### src/rtl/vout_guard.sv
module vout_guard #(
  parameter int PG_DLY   = 312,
  parameter int OV_DLY   = 2500,
  parameter int UV_DLY   = 312,
  parameter int MASK_CYC = 32
) (
  input  logic clk,
  input  logic rst_n,
  input  logic en,
  input  logic ss_done,
  input  logic sp_change,
  input  logic over_flag,
  input  logic low_flag,
  input  logic uv_flag,
  input  logic rdy_flag,
  input  logic phase_hi,
  output logic pgood,
  output logic ov_fault,
  output logic uv_fault,
  output logic ovr_en,
  output logic ovr_hs,
  output logic ovr_ls
);
  localparam int PW = $clog2(PG_DLY + 1);
  localparam int OW = $clog2(OV_DLY + 1);
  localparam int UW = $clog2(UV_DLY + 1);
  localparam int MW = $clog2(MASK_CYC + 1);

  logic [PW-1:0] pg_cnt;
  logic [OW-1:0] ov_cnt;
  logic [UW-1:0] uv_cnt;
  logic [MW-1:0] mask_q;
  logic          seen_rdy;
  logic          masked;
  logic          pg_cond;

  assign masked  = sp_change | (mask_q != '0);
  assign pg_cond = ss_done & (seen_rdy | rdy_flag) & ~over_flag & ~low_flag;

  always_ff @(posedge clk or negedge rst_n) begin
    if (!rst_n)         mask_q <= '0;
    else if (!en)       mask_q <= '0;
    else if (sp_change) mask_q <= MW'(MASK_CYC);
    else if (mask_q != '0) mask_q <= mask_q - 1'b1;
  end

  always_ff @(posedge clk or negedge rst_n) begin
    if (!rst_n) begin
      ov_fault <= 1'b0;
      ov_cnt   <= '0;
    end else if (!en) begin
      ov_fault <= 1'b0;
      ov_cnt   <= '0;
    end else if (masked || !over_flag || ov_fault) begin
      ov_cnt <= '0;
    end else if (ov_cnt == OW'(OV_DLY - 1)) begin
      ov_fault <= 1'b1;
      ov_cnt   <= '0;
    end else begin
      ov_cnt <= ov_cnt + 1'b1;
    end
  end

  always_ff @(posedge clk or negedge rst_n) begin
    if (!rst_n) begin
      uv_fault <= 1'b0;
      uv_cnt   <= '0;
    end else if (!en) begin
      uv_fault <= 1'b0;
      uv_cnt   <= '0;
    end else if (masked || !uv_flag || uv_fault) begin
      uv_cnt <= '0;
    end else if (uv_cnt == UW'(UV_DLY - 1)) begin
      uv_fault <= 1'b1;
      uv_cnt   <= '0;
    end else begin
      uv_cnt <= uv_cnt + 1'b1;
    end
  end

  always_ff @(posedge clk or negedge rst_n) begin
    if (!rst_n)                   seen_rdy <= 1'b0;
    else if (!en)                 seen_rdy <= 1'b0;
    else if (ss_done && rdy_flag) seen_rdy <= 1'b1;
  end

  always_ff @(posedge clk or negedge rst_n) begin
    if (!rst_n) begin
      pgood  <= 1'b0;
      pg_cnt <= '0;
    end else if (!en) begin
      pgood  <= 1'b0;
      pg_cnt <= '0;
    end else if (masked) begin
      pg_cnt <= '0;
    end else if (ov_fault || uv_fault || !ss_done) begin
      pgood  <= 1'b0;
      pg_cnt <= '0;
    end else if (pg_cond == pgood) begin
      pg_cnt <= '0;
    end else if (pg_cnt == PW'(PG_DLY - 1)) begin
      pgood  <= pg_cond;
      pg_cnt <= '0;
    end else begin
      pg_cnt <= pg_cnt + 1'b1;
    end
  end

  assign ovr_en = ov_fault | uv_fault;
  assign ovr_hs = 1'b0;
  assign ovr_ls = ov_fault | (uv_fault & phase_hi);

  a_r1_disable_clears: assert property (@(posedge clk) disable iff (!rst_n)
    !en |=> (!pgood && !ov_fault && !uv_fault && !ovr_en));

  a_r2_softstart_low: assert property (@(posedge clk) disable iff (!rst_n)
    (en && !ss_done && !masked) |=> !pgood);

  a_r6_ov_needs_flag: assert property (@(posedge clk) disable iff (!rst_n)
    $rose(ov_fault) |-> $past(over_flag));

  a_r7_ov_latched: assert property (@(posedge clk) disable iff (!rst_n)
    (ov_fault && en) |=> ov_fault);

  a_r8_uv_latched: assert property (@(posedge clk) disable iff (!rst_n)
    (uv_fault && en) |=> uv_fault);

  a_r10_pg_frozen: assert property (@(posedge clk) disable iff (!rst_n)
    (en && mask_q != '0) |=> $stable(pgood));

  a_r11_fault_kills_pg: assert property (@(posedge clk) disable iff (!rst_n)
    (en && (ov_fault || uv_fault) && !masked) |=> !pgood);
endmodule

### config.mk
export PLATFORM = sky130hd
export DESIGN_NAME = vout_guard
export DESIGN_NICKNAME = d
export VERILOG_FILES = /design/src/rtl/vout_guard.sv
export SDC_FILE = /design/constraint.sdc
export NUM_CORES = 1
export LEC_CHECK = 0
export ABC_AREA = 1
export CAP_MARGIN = 10
export CORE_ASPECT_RATIO = 1.4
export CORE_MARGIN = 2
export CORE_UTILIZATION = 38
export CTS_CLUSTER_DIAMETER = 200
export DETAILED_ROUTE_END_ITERATION = 8
export PLACE_DENSITY = 0.53
export SKIP_LAST_GASP = 1
export SLEW_MARGIN = 15
export SYNTH_ARGS = -nofsm -noshare
export SYNTH_HDL_FRONTEND = slang
export SYNTH_SLANG_ARGS = --single-unit
### constraint.sdc
create_clock -name clk -period 3.1 [get_ports clk]
set_input_delay 0.93 -clock clk [delete_from_list [all_inputs] [get_ports clk]]
set_output_delay 0.93 -clock clk [all_outputs]
set_load 0.01 [all_outputs]
Yosys cells after proc, flatten, opt, wreduce, memory -nomap -nowiden
Index checks and enable logic that the tools add are counted.
{"block": "op_classes", "bitwise": 10, "eq_ne": 13, "n_reduce_logical": 14, "mux": 27, "n_addsub": 4}
{"operator": "2-to-1 mux 9 bit", "count": 8}
{"operator": "2-to-1 mux 12 bit", "count": 3}
{"operator": "adder 9 x 1 -> 9 bit, second input constant", "count": 2}
{"operator": "equality test 9 bit, second input constant", "count": 2}
{"operator": "2-to-1 mux 6 bit", "count": 3}
{"operator": "2-to-1 mux 1 bit", "count": 13}
{"operator": "adder 12 x 1 -> 12 bit, second input constant", "count": 1}
{"operator": "equality test 12 bit, second input constant", "count": 1}
{"operator": "logical OR 1 bit", "count": 6}
{"operator": "!= test 2 x 1 -> 1 bit, second input constant", "count": 3}
{"operator": "!= test 2 bit, second input constant", "count": 3}
{"operator": "!= test 3 x 1 -> 1 bit, second input constant", "count": 2}
{"operator": "nonzero test 6 bit", "count": 1}
{"operator": "subtractor 6 x 1 -> 6 bit, second input constant", "count": 1}
{"operator": "AND 1 bit", "count": 4}
{"operator": "OR 1 bit", "count": 4}
{"operator": "AND reduction 2 bit", "count": 2}
{"operator": "logical NOT 1 bit", "count": 3}
{"operator": "!= test 3 bit, second input constant", "count": 1}
{"operator": "AND reduction 3 bit", "count": 1}
{"operator": "inverter 1 bit", "count": 2}
{"operator": "equality test 1 bit", "count": 1}
{"operator": "logical AND 1 bit", "count": 1}
{"block": "totals", "out_inout_bits": 6, "wordCells": 76, "reg_bits": 40, "in_bits": 10}

Logic depth before layout (Yosys ltp)
{"block": "depth", "depth_word": 9, "depth_mapped": 9, "ltp_nobuf": 9}

Least setup slack after synthesis
No wires, ideal clock.
{"block": "synth_timing", "path_kind": "in2out", "startpoint": "in phase_hi", "endpoint": "out ovr_ls", "arrival_time_ns": 1.062, "n_path_buf": 0, "path_slack_ns": 1.108, "stages": 2, "path_cell_list": "nand2_1 -> nand2_1"}
{"block": "synth_via", "elab_chain_cells": 2}
{"item": "start, declared", "line": "16", "source": "input logic phase_hi,"}
{"item": "AND 1 bit", "line": "111", "source": "assign ovr_ls = ov_fault | (uv_fault & phase_hi);"}
{"item": "OR 1 bit", "line": "111"}
{"item": "end, declared", "line": "22", "source": "output logic ovr_ls"}
Every way passes these cells.

Final worst setup path
Ends and elaborated chain as after synthesis.

==> qor.csv <==
metric;value;unit
setup_tns;0;ps
Post-CTS Setup Inserts;0;
Yosys cell types;25;
Commonest cells post-synth;54 x nand2_1, 54 x nor2_1, 43 x inv_1;
Rows;32;
initial antenna violation count;0;
Initial DRT Pass Iterations;4;
Hold Crit Class;flop to flop;
DRT met1 WL;1.80;mm
post-synth top area share;47.5;%
syn nets;283;
synth top area cells;dfrtp_1 48%, nand2_1 9.6%, nor2_1 9.6%, inv_1 7.7%, xor2_1 4.6%;
IO Pins;16;
CTS tree;done;
met2 routed WL;1.94;mm
Yosys reg bits;40;
Crit. End Element;output port;
layout cells sized above 1;7.93;%
Power Dens Cells;500;nW/um^2
post-place setup slack;167;ps
drt first-iter violations;56;
CP Class;input pin to output port;
Slew Limit Fails;0;
pin count of the biggest net entering global routing;41;
worst vdd ir;349;uV
Post-Syn Instances;269;
core area;5450;sq um
via count;1643;
Synth Cell Area;2110;sq um
footprint of the multi-input gates;933;sq um
period utilization;94.7;%
WL final;3.93;mm
DRC viols;0;
register area;1000;sq um
final setup margin;165;ps
fill count;608;
Synth Flop Type;dfrtp_1;
vias in the first global route;1641;
Post-CTS Hold Fix Bufs;0;
RSZ-0062 raised after global routing;no;
Worst Path Required;2170;ps
worst-path fanout max;1;
Yosys warning count;0;
area grow syn2layout;15.2;%
slew at the pin with the worst max-slew slack;912;ps
total grt overflow;0;
dpl cells;350;
Critical Path Start Type;input pin;
biggest area consumer among synthesized cells;dfrtp_1;
Worst EP arrival;2000;ps
mean number of vias per cell;4.59;
status;finished, final reports clean;
Max Clock Freq;0.341;GHz
total track usage;15.4;%
HPWL Detailed;2.91;mm
n_diodes;0;
Inserted Clock Buffers;5;
# setup viols final;0;
GP Congestion;0.774;
max_cap viols;0;
Hold Fails Final Rpt;0;
post-place instance area;2320;sq um
# resized after CTS;0;
DR top layer;met4;
Post-Layout Cell Count;358;
Die ar.;6170;sq um
Max-slew headroom;39.2;%
design area;2430;sq um
Met3 Wirelength;113;um
Pleak;1.10;nW
antenna-violating nets left;0;
H-tree depth;2;
asr flop ratio synth;100;%
initial core utilization;38.7;%
Worst-Skew Late Latency;290;ps
die width;66.9;um
skew final;3.92;ps
CTS Sinks;40;
post-synthesis average cell area;7.83;sq um
clock tree buffer depth;2;
R2R Setup Slk;1570;ps
Clock Pin Slew Worst Setup and Hold Paths;80;ps
number of synthesized flops with an enable pin;0;
port bufs;14;
post-synthesis sequential area ratio;47.5;%
Clock Tree Root;clkbuf_8;
global-route wire length before repair;7.22;mm
Die Span Y;92.1;um
WL/cell;11.0;um
Nets;303;
fin crit period;2930;ps
-- registers in the layout, summed over array words and instances, names as in the netlist --
name      count
seen_rdy      1
uv_cnt        9
ov_cnt       12
pg_cnt        9
pgood         1
mask_q        6
uv_fault      1
ov_fault      1
-- per-layer routing --
metal / track usage [%] / up-vias
li1: - / 857
met1: 19.8 / 760
met2: 24.7 / 20
met3: 3.68 / 6
met4: 6.12 / 0
met5: 0 / -
-- metrics by stage --
step	utilization, %	power (mW)	hold slack [ps]
detailed placement	42.6	0.805	456
CTS	44.6	1.24	470
global placement	42.6	0.801	449
floorplan	-	0.747	433
finish	44.6	1.21	464
global route	44.6	1.29	489
-- cell type report --
type,count,share of cell area (%)
clock buffers,6,2.99
well taps,68,3.51
repair buffers,14,5.57
flip-flops and latches,40,41.2
multi-input cells,184,38.5
clock inverters,2,1.44
inverters,44,6.80
-- cells by family (layout without fill, tap and decap cells) --
group	count (synthesis)	after routing	synth area share [%]
other cells	1	1	0.178
buf+inv	45	66	8.19
flops	40	40	47.5
simple gates	152	152	32.4
compound gates	12	12	3.09
xor+xnor	15	15	6.23
fa+ha+maj	4	4	2.38
-- critical path, cell delays in order --
cell and delay [ps]:
clkdlybuf4s50_1 450, nand2_1 50, nand2_1 50, clkdlybuf4s50_1 520
-- placed cells by master (no fill, tap or decap), types with 2 or more instances in the layout --
| cell type | instances |
|---|---|
| ha_1 | 4 |
| a21oi_1 | 7 |
| nand3_1 | 17 |
| o21ai_0 | 3 |
| clkbuf_8 | 5 |
| xnor2_1 | 4 |
| nor3_1 | 7 |
| dfrtp_1 | 40 |
| inv_1 | 43 |
| nor2_1 | 54 |
| xor2_1 | 11 |
| nor2_2 | 5 |
| nand4_1 | 4 |
| nand2_2 | 3 |
| nand2_1 | 54 |
| o21bai_1 | 2 |
| clkdlybuf4s50_1 | 13 |
| nand3_2 | 2 |
-- power breakdown --
group	switching (mW)	leakage (nW)	internal (mW)
Clock	0.184	0.0552	0.239
Combinational	0.136	0.494	0.0824
Sequential	0.0231	0.553	0.550
Total	0.343	1.10	0.872
-- worst paths after layout --
kind,startpoint,cells after the start,end
max,phase_hi,4,ovr_ls
min,uv_cnt[0]$_DFF_PN0_,1,uv_cnt[0]$_DFF_PN0_
max reg2reg,mask_q[0]$_DFFE_PN0P_,8,ov_cnt[9]$_DFF_PN0_
min reg2reg,uv_cnt[0]$_DFF_PN0_,1,uv_cnt[0]$_DFF_PN0_
max in group asynchronous,rst_n,1,mask_q[5]$_DFFE_PN0P_
min in group asynchronous,rst_n,1,ov_cnt[0]$_DFF_PN0_
(Power assumes the default switching activity.)
